<file path="src/rtl/spl_pkg.sv">
// Shared defaults for the spindle phase comparator.
// Assumes nothing beyond being compiled before the modules that import it.
package spl_pkg;
    localparam int unsigned DEF_SYNC_STAGES = 2;   // synchronizer depth
    localparam int unsigned DEF_CNT_W       = 8;   // phase distance counter width
    localparam int unsigned DEF_LOCK_WIN    = 2;   // lock window in cycles
    localparam int unsigned DEF_MASK_W      = 16;  // lock mask timer width
endpackage

</file>
<file path="src/rtl/spl_edge_det.sv">
// Synchronizes an asynchronous pulse input and emits a one-cycle strobe
// on each rising edge. Assumes STAGES >= 2. The strobe is combinational
// from the last synchronizer stage and one history flop.
module spl_edge_det #(
    parameter int unsigned STAGES = 2
) (
    input  logic clk,
    input  logic rst_n,
    input  logic din,
    output logic rise
);
    logic [STAGES:0] chain_q;

    // Shift the input through the synchronizer and the history stage.
    always_ff @(posedge clk) begin
        if (!rst_n) begin
            chain_q <= '0;
        end else begin
            chain_q <= {chain_q[STAGES-1:0], din};
        end
    end

    assign rise = chain_q[STAGES-1] & ~chain_q[STAGES];
endmodule

</file>
<file path="src/rtl/spl_pfd_core.sv">
// Tri-state phase-frequency detector with a distance counter and raw lock.
// A reference strobe opens an up pulse and a tachometer strobe opens a down
// pulse; whichever strobe arrives second closes both. The counter measures
// the edge distance; a close within LOCK_WIN sets lock, and a pending
// comparison that outgrows LOCK_WIN clears it. clr is a synchronous clear.
// Assumes LOCK_WIN < 2**CNT_W - 1.
module spl_pfd_core #(
    parameter int unsigned CNT_W    = 8,
    parameter int unsigned LOCK_WIN = 2
) (
    input  logic clk,
    input  logic rst_n,
    input  logic clr,
    input  logic ref_e,
    input  logic fg_e,
    output logic up,
    output logic dn,
    output logic lock
);
    localparam logic [CNT_W-1:0] CNT_MAX = {CNT_W{1'b1}};
    localparam logic [CNT_W-1:0] WIN_V   = CNT_W'(LOCK_WIN);

    logic             up_q, dn_q, lock_q;
    logic             up_d, dn_d, lock_d;
    logic [CNT_W-1:0] cnt_q, cnt_d;
    logic             up_nx, dn_nx, busy;

    // Next-state logic: open, close and measure phase comparisons.
    always_comb begin
        up_nx  = up_q | ref_e;
        dn_nx  = dn_q | fg_e;
        busy   = up_q | dn_q;
        up_d   = up_nx;
        dn_d   = dn_nx;
        cnt_d  = cnt_q;
        lock_d = lock_q;
        if (up_nx && dn_nx) begin
            up_d   = 1'b0;
            dn_d   = 1'b0;
            cnt_d  = '0;
            lock_d = busy ? (cnt_q <= WIN_V) : 1'b1;
        end else if (busy) begin
            cnt_d = (cnt_q == CNT_MAX) ? cnt_q : cnt_q + 1'b1;
            if (cnt_q >= WIN_V) begin
                lock_d = 1'b0;
            end
        end else if (up_nx || dn_nx) begin
            cnt_d = {{(CNT_W-1){1'b0}}, 1'b1};
        end
    end

    // State registers with synchronous reset and clear.
    always_ff @(posedge clk) begin
        if (!rst_n || clr) begin
            up_q   <= 1'b0;
            dn_q   <= 1'b0;
            lock_q <= 1'b0;
            cnt_q  <= '0;
        end else begin
            up_q   <= up_d;
            dn_q   <= dn_d;
            lock_q <= lock_d;
            cnt_q  <= cnt_d;
        end
    end

    assign up   = up_q;
    assign dn   = dn_q;
    assign lock = lock_q;
endmodule

</file>
<file path="src/rtl/spl_lock_mask.sv">
// Qualifies the raw lock flag. When masking is on, the output rises only
// after the raw flag has been high for mask_len consecutive cycles. It drops
// in the same cycle as the raw flag. When masking is off, the raw flag
// passes through with no delay. The timer saturates at its maximum.
module spl_lock_mask #(
    parameter int unsigned MASK_W = 16
) (
    input  logic              clk,
    input  logic              rst_n,
    input  logic              clr,
    input  logic              lock_in,
    input  logic              mask_en,
    input  logic [MASK_W-1:0] mask_len,
    output logic              ld
);
    localparam logic [MASK_W-1:0] T_MAX = {MASK_W{1'b1}};

    logic [MASK_W-1:0] held_q;

    // Count consecutive cycles of raw lock; restart on any drop.
    always_ff @(posedge clk) begin
        if (!rst_n || clr || !lock_in) begin
            held_q <= '0;
        end else if (held_q != T_MAX) begin
            held_q <= held_q + 1'b1;
        end
    end

    assign ld = lock_in & (~mask_en | (held_q >= mask_len));
endmodule

</file>
<file path="src/rtl/spl_brake_det.sv">
// Overspeed detector. It counts tachometer strobes since the last reference
// strobe. A second one within the same interval sets the brake request. A
// reference strobe with no tachometer strobe since the previous reference
// strobe clears it. A tachometer strobe that coincides with a reference
// strobe belongs to the new interval.
module spl_brake_det (
    input  logic clk,
    input  logic rst_n,
    input  logic clr,
    input  logic ref_e,
    input  logic fg_e,
    output logic brake
);
    logic [1:0] seen_q, seen_d;
    logic       brake_q, brake_d;

    // Next-state logic for the per-interval tachometer count and brake flag.
    always_comb begin
        seen_d  = seen_q;
        brake_d = brake_q;
        if (ref_e) begin
            if (seen_q == 2'd0) begin
                brake_d = 1'b0;
            end
            seen_d = fg_e ? 2'd1 : 2'd0;
        end else if (fg_e) begin
            if (seen_q != 2'd0) begin
                brake_d = 1'b1;
            end
            seen_d = (seen_q == 2'd2) ? 2'd2 : seen_q + 2'd1;
        end
    end

    // State registers with synchronous reset and clear.
    always_ff @(posedge clk) begin
        if (!rst_n || clr) begin
            seen_q  <= 2'd0;
            brake_q <= 1'b0;
        end else begin
            seen_q  <= seen_d;
            brake_q <= brake_d;
        end
    end

    assign brake = brake_q;
endmodule

</file>
<file path="src/rtl/spindle_phase_lock.sv">
// Top level of the spindle phase comparator. It synchronizes both pulse
// inputs, compares their rising edges, encodes the error as a duty, qualifies
// lock and detects overspeed. start is synchronous: when it is low, every
// output is gated off and all state is cleared. The synchronizers keep
// running so that no false edge appears when start returns.
module spindle_phase_lock
    import spl_pkg::*;
#(
    parameter int unsigned SYNC_STAGES = DEF_SYNC_STAGES,
    parameter int unsigned CNT_W       = DEF_CNT_W,
    parameter int unsigned LOCK_WIN    = DEF_LOCK_WIN,
    parameter int unsigned MASK_W      = DEF_MASK_W
) (
    input  logic              clk,
    input  logic              rst_n,
    input  logic              ref_pulse,
    input  logic              fg_pulse,
    input  logic              start,
    input  logic [MASK_W-1:0] mask_len,
    input  logic              mask_en,
    output logic              pd_out,
    output logic              pd_up,
    output logic              pd_dn,
    output logic              lock_raw,
    output logic              ld,
    output logic              brake_req
);
    localparam int unsigned N_CH = 2;   // channel 0 = reference, 1 = tachometer

    logic [N_CH-1:0] pin_v, rise_v;
    logic            clr;
    logic            up_i, dn_i, lock_i, ld_i, brake_i;
    logic            tgl_q;

    assign pin_v = {fg_pulse, ref_pulse};
    assign clr   = ~start;

    for (genvar ch = 0; ch < N_CH; ch++) begin : g_edge
        spl_edge_det #(.STAGES(SYNC_STAGES)) u_edge (
            .clk  (clk),
            .rst_n(rst_n),
            .din  (pin_v[ch]),
            .rise (rise_v[ch])
        );
    end

    spl_pfd_core #(.CNT_W(CNT_W), .LOCK_WIN(LOCK_WIN)) u_pfd (
        .clk  (clk),
        .rst_n(rst_n),
        .clr  (clr),
        .ref_e(rise_v[0]),
        .fg_e (rise_v[1]),
        .up   (up_i),
        .dn   (dn_i),
        .lock (lock_i)
    );

    spl_lock_mask #(.MASK_W(MASK_W)) u_mask (
        .clk     (clk),
        .rst_n   (rst_n),
        .clr     (clr),
        .lock_in (lock_i),
        .mask_en (mask_en),
        .mask_len(mask_len),
        .ld      (ld_i)
    );

    spl_brake_det u_brake (
        .clk  (clk),
        .rst_n(rst_n),
        .clr  (clr),
        .ref_e(rise_v[0]),
        .fg_e (rise_v[1]),
        .brake(brake_i)
    );

    // Neutral-duty toggle: alternates every cycle while running.
    always_ff @(posedge clk) begin
        if (!rst_n || clr) begin
            tgl_q <= 1'b0;
        end else begin
            tgl_q <= ~tgl_q;
        end
    end

    assign pd_up     = start & up_i;
    assign pd_dn     = start & dn_i;
    assign pd_out    = start & (dn_i | (~up_i & tgl_q));
    assign lock_raw  = start & lock_i;
    assign ld        = start & ld_i;
    assign brake_req = start & brake_i;
endmodule

</file>
<file path="config.mk">
export PLATFORM = sky130hd
export DESIGN_NAME = spindle_phase_lock
export DESIGN_NICKNAME = d
export VERILOG_FILES = /design/src/rtl/spl_pkg.sv /design/src/rtl/spl_edge_det.sv /design/src/rtl/spl_pfd_core.sv /design/src/rtl/spl_lock_mask.sv /design/src/rtl/spl_brake_det.sv /design/src/rtl/spindle_phase_lock.sv
export SDC_FILE = /design/constraint.sdc
export NUM_CORES = 1
export LEC_CHECK = 0
export BUFFER_PORTS_ARGS = -buffer_cell sky130_fd_sc_hd__buf_2
export CORE_ASPECT_RATIO = 2
export CORE_UTILIZATION = 57
export CTS_CLUSTER_SIZE = 25
export DETAILED_ROUTE_END_ITERATION = 6
export HOLD_SLACK_MARGIN = 0.03
export PLACE_DENSITY = 0.78
export SYNTH_ARGS = -nofsm -noshare
export SYNTH_HDL_FRONTEND = slang
export SYNTH_SLANG_ARGS = --single-unit
export TNS_END_PERCENT = 20
</file>
<file path="constraint.sdc">
create_clock -name clk -period 2.75 [get_ports clk]
set_input_delay 0.6875 -clock clk [delete_from_list [all_inputs] [get_ports clk]]
set_output_delay 0.6875 -clock clk [all_outputs]
set_load 0.05 [all_outputs]
</file>
==> run_results.csv <==
group,metric,value,unit
logic_synthesis,most_frequent_cell_after_synthesis,"sky130_fd_sc_hd__dfxtp_1",
place,io_buffer_count,27,
logic_synthesis,synth.cells.most_frequent,"sky130_fd_sc_hd__dfxtp_1 (37), sky130_fd_sc_hd__inv_1 (27), sky130_fd_sc_hd__nand2_1 (21), sky130_fd_sc_hd__ha_1 (20), sky130_fd_sc_hd__nor2_1 (18)",
setup_path,setup.worst_path.class,"in -> out",
place,post-dp-hpwl,3930,um
sta,slew_headroom,48.9,%
global_routing,antenna_found_initial,0,
floorplanning,fp-row-count,31,
place,place_worst_setup_slack,-0.312,ns
logic_synthesis,postSynthNetCount,315,
global_routing,global_route_wire_length_before_repair,8360,um
clock_tree,clkLatencyLatePin,0.29,ns
routing,drt_pre_antenna_iters,4,
sta,setup_violations,1,
hold_path,hold_path_depth,1,
clock_tree,tritoncts_clock_tree,"yes",
sta,fin_worst_hold_slack,0.409,ns
flow_run,maxCapViolations,0,
clock_tree,numClockSinks,37,
outcome,status,"finished, violations left",
cells_and_area,ff_latch_area,741,um^2
clock_tree,root_buffer,"sky130_fd_sc_hd__clkbuf_8",
cells_and_area,flow.area_growth_from_synthesis,20.5,%
routing,vias,2108,
hold_path,worstHoldPathType,"reg -> reg",
logic_synthesis,ys_top_cells_by_area,"sky130_fd_sc_hd__dfxtp_1 (34%), sky130_fd_sc_hd__ha_1 (11%), sky130_fd_sc_hd__inv_1 (4.6%)",
global_routing,grt_use_total,27.0,%
floorplanning,initial_util,60.2,%
clock_tree,post-cts-setup-buffers,0,
logic_synthesis,synth.yosys.warnings,0,
clock_tree,cts_hold_repair.buffers,0,
sta,setup_repair_after_global_routing_missed_its_margin,"yes",
global_routing,grt_overflow_total,0,
routing,totalWireLength,4990,um
logic_synthesis,netlist-cell-type-count,44,
setup_path,cp_data_arrival_time,2.17,ns
floorplanning,boundaryPins,28,
clock_tree,ctsHtreeMaxLevel,2,
routing,vias_per_cell,5.84,
logic_synthesis,synth-seq-area-share,33.8,%
sta,maxSlewViolCount,0,
logic_synthesis,ys_ff_latch,37,
place,dp_cells,354,
setup_path,critical_path.max_fanout,2,
cells_and_area,n_antenna_cell,0,
cells_and_area,area_of_the_multi_input_gates,1390,um^2
routing,ant_nets,0,
logic_synthesis,post_synth.cell_area_avg,8.03,um^2
sta,finalWorstSetupSlack,-0.105,ns
logic_synthesis,netlist_instances,273,
hold_path,whs_endpoint,"tgl_q$_SDFF_PP0_",
global_routing,via_count_of_the_first_global_routing_pass,2054,
cells_and_area,utilization,72.5,%
hold_path,worst_hold_startpoint,"tgl_q$_SDFF_PP0_",
clock_tree,cts_made_buffers,5,
setup_path,timing.reg2reg.setup_slack,0.77,ns
logic_synthesis,synth_edf_count,0,
setup_path,cp-start-kind,"input port",
pwr,cellPowerDensity,382,nW/um^2
cells_and_area,final_instance_count_excl_fillers,361,
sta,finalHoldViolations,0,
pwr,irDropWorstVdd,0.456,mV
setup_path,timing.rr.end,"u_mask.held_q[9]$_SDFFE_PP0P_",
cells_and_area,layout-drive-gt1-share,17.9,%
sta,timing.fmax,350,MHz
pwr,power.leakage,1.08,nW
logic_synthesis,netlist_area,2190,um^2
sta,worst_tran_pin_value,0.761,ns
routing,routed_wire_length_per_instance,13.8,um
logic_synthesis,synth_top_cell_area_share,33.8,%
sta,final_min_period_over_clock_period,104,%
cells_and_area,nFillCells,321,
place,routability_congestion_estimate_from_global_placement,0.821,
logic_synthesis,synth_area_leader_cell,"sky130_fd_sc_hd__dfxtp_1",
logic_synthesis,async_flop_share,0,%
floorplanning,die-area,4120,um^2
sta,finalClockSkew,0.00889,ns
cells_and_area,final_nets,354,
pwr,total_power,1.01,mW
clock_tree,path_clk_slew,0.06,ns
sta,final_period_minus_worst_setup_slack,2.85,ns
floorplanning,core,3650,um^2
clock_tree,clk_path_buf_depth,2,
floorplanning,die_width,45.9,um
setup_path,crit_required,2.06,ns
global_routing,largest_net_degree_at_the_start_of_global_routing,13,
outcome,failed_checks,"setup timing",
floorplanning,die-height,89.7,um
logic_synthesis,postSynth.topFlopCell,"sky130_fd_sc_hd__dfxtp_1",
routing,drc,0,
setup_path,regToRegStartpoint,"u_mask.held_q[0]$_SDFFE_PP0P_",
setup_path,r2r_cells,6,
routing,drt-initial-drc-count,30,
setup_path,worstSetupEndpointType,"primary output",
[through the flow]
stage | area [um^2] | TNS, ns
6_report | 2640 | -0.105
5_1_grt | 2640 | -0.159
4_1_cts | 2640 | -0.160
3_5_place_dp | 2510 | -0.312
3_3_place_gp | 2510 | -0.286
2_1_floorplan | 2260 | -0.0651
[registers in the layout (all words and copies together) (netlist names)]
| register | flops |
|---|---|
| g_edge.u_edge.chain_q | 6 |
| tgl_q | 1 |
| u_brake.brake | 1 |
| u_brake.seen_q | 2 |
| u_mask.held_q | 16 |
| u_pfd.cnt_q | 8 |
| u_pfd.dn | 1 |
| u_pfd.lock | 1 |
| u_pfd.up | 1 |
[area by class of cell]
type                            count  share of cell area (%)
Multi-Input combinational cell    203                    52.5
Clock buffer                        7                    3.27
Tap cell                           49                    2.32
Inverter                           27                    4.31
Sequential cell                    37                    28.0
Timing Repair Buffer               38                    9.56
[worst max-delay path, cell delays in order]
cell	delay, ns
sky130_fd_sc_hd__buf_6	0.07
sky130_fd_sc_hd__inv_4	0.03
sky130_fd_sc_hd__ha_4	0.24
sky130_fd_sc_hd__and4_1	0.21
sky130_fd_sc_hd__o31ai_1	0.07
sky130_fd_sc_hd__or4_1	0.52
sky130_fd_sc_hd__a31oi_4	0.16
sky130_fd_sc_hd__buf_6	0.17
[cells in the final DEF, fill, tap and decap left out, drive strengths merged, types with 3 or more instances in the layout]
cell type  count
and2          13
nand3         10
a31oi          5
ha            20
nor2b          3
nand4          5
or2            3
mux2i          3
or4            9
clkbuf         7
nor2          18
a21oi         17
inv           27
dfxtp         37
nor3          11
and3           3
buf           38
nand2b         3
o21ai         21
nor4           3
nand2         21
or3            5
o31ai          7
[worst max path at each step]
stage | startpoint | end | slack, ns | cells after the start
final | mask_len[10] | ld | -0.10 | 8
after global routing | mask_len[10] | ld | -0.16 | 8
after CTS | mask_len[9] | ld | -0.16 | 8
after detailed placement | mask_len[11] | ld | -0.31 | 8
after global placement | mask_len[11] | ld | -0.29 | 8
after floorplan | mask_len[11] | ld | -0.07 | 6
[repair_timing]
action,4_1_cts,5_1_grt
resized for setup,10,1
endpoints found under the setup margin,1,1
pin swaps,6,1
[metal layers]
layer  share of wire [%]  global-route usage, %
met2                  58                   52.1
met1                  37                   23.8
met3                 2.5                   3.82
met5                   0                      0
met4                 3.1                   13.2
[report_power, final]
group	internal, mW	switching, mW
logic	0.0414	0.0460
registers	0.542	0.00282
clock network	0.199	0.178
[cell families (layout without fill, tap and decap cells)]
kind of cell               Yosys count  in the layout  synth area share [%]
AOI/OAI and AO/OA                   70             70                  20.1
adders and majority gates           20             20                  11.4
buffers and inverters               33             72                  5.70
DFF                                 37             37                  33.8
muxes                                3              3                  1.37
and+or+nand+nor                    110            110                  27.7
Power figures use the tool's default switching activity.
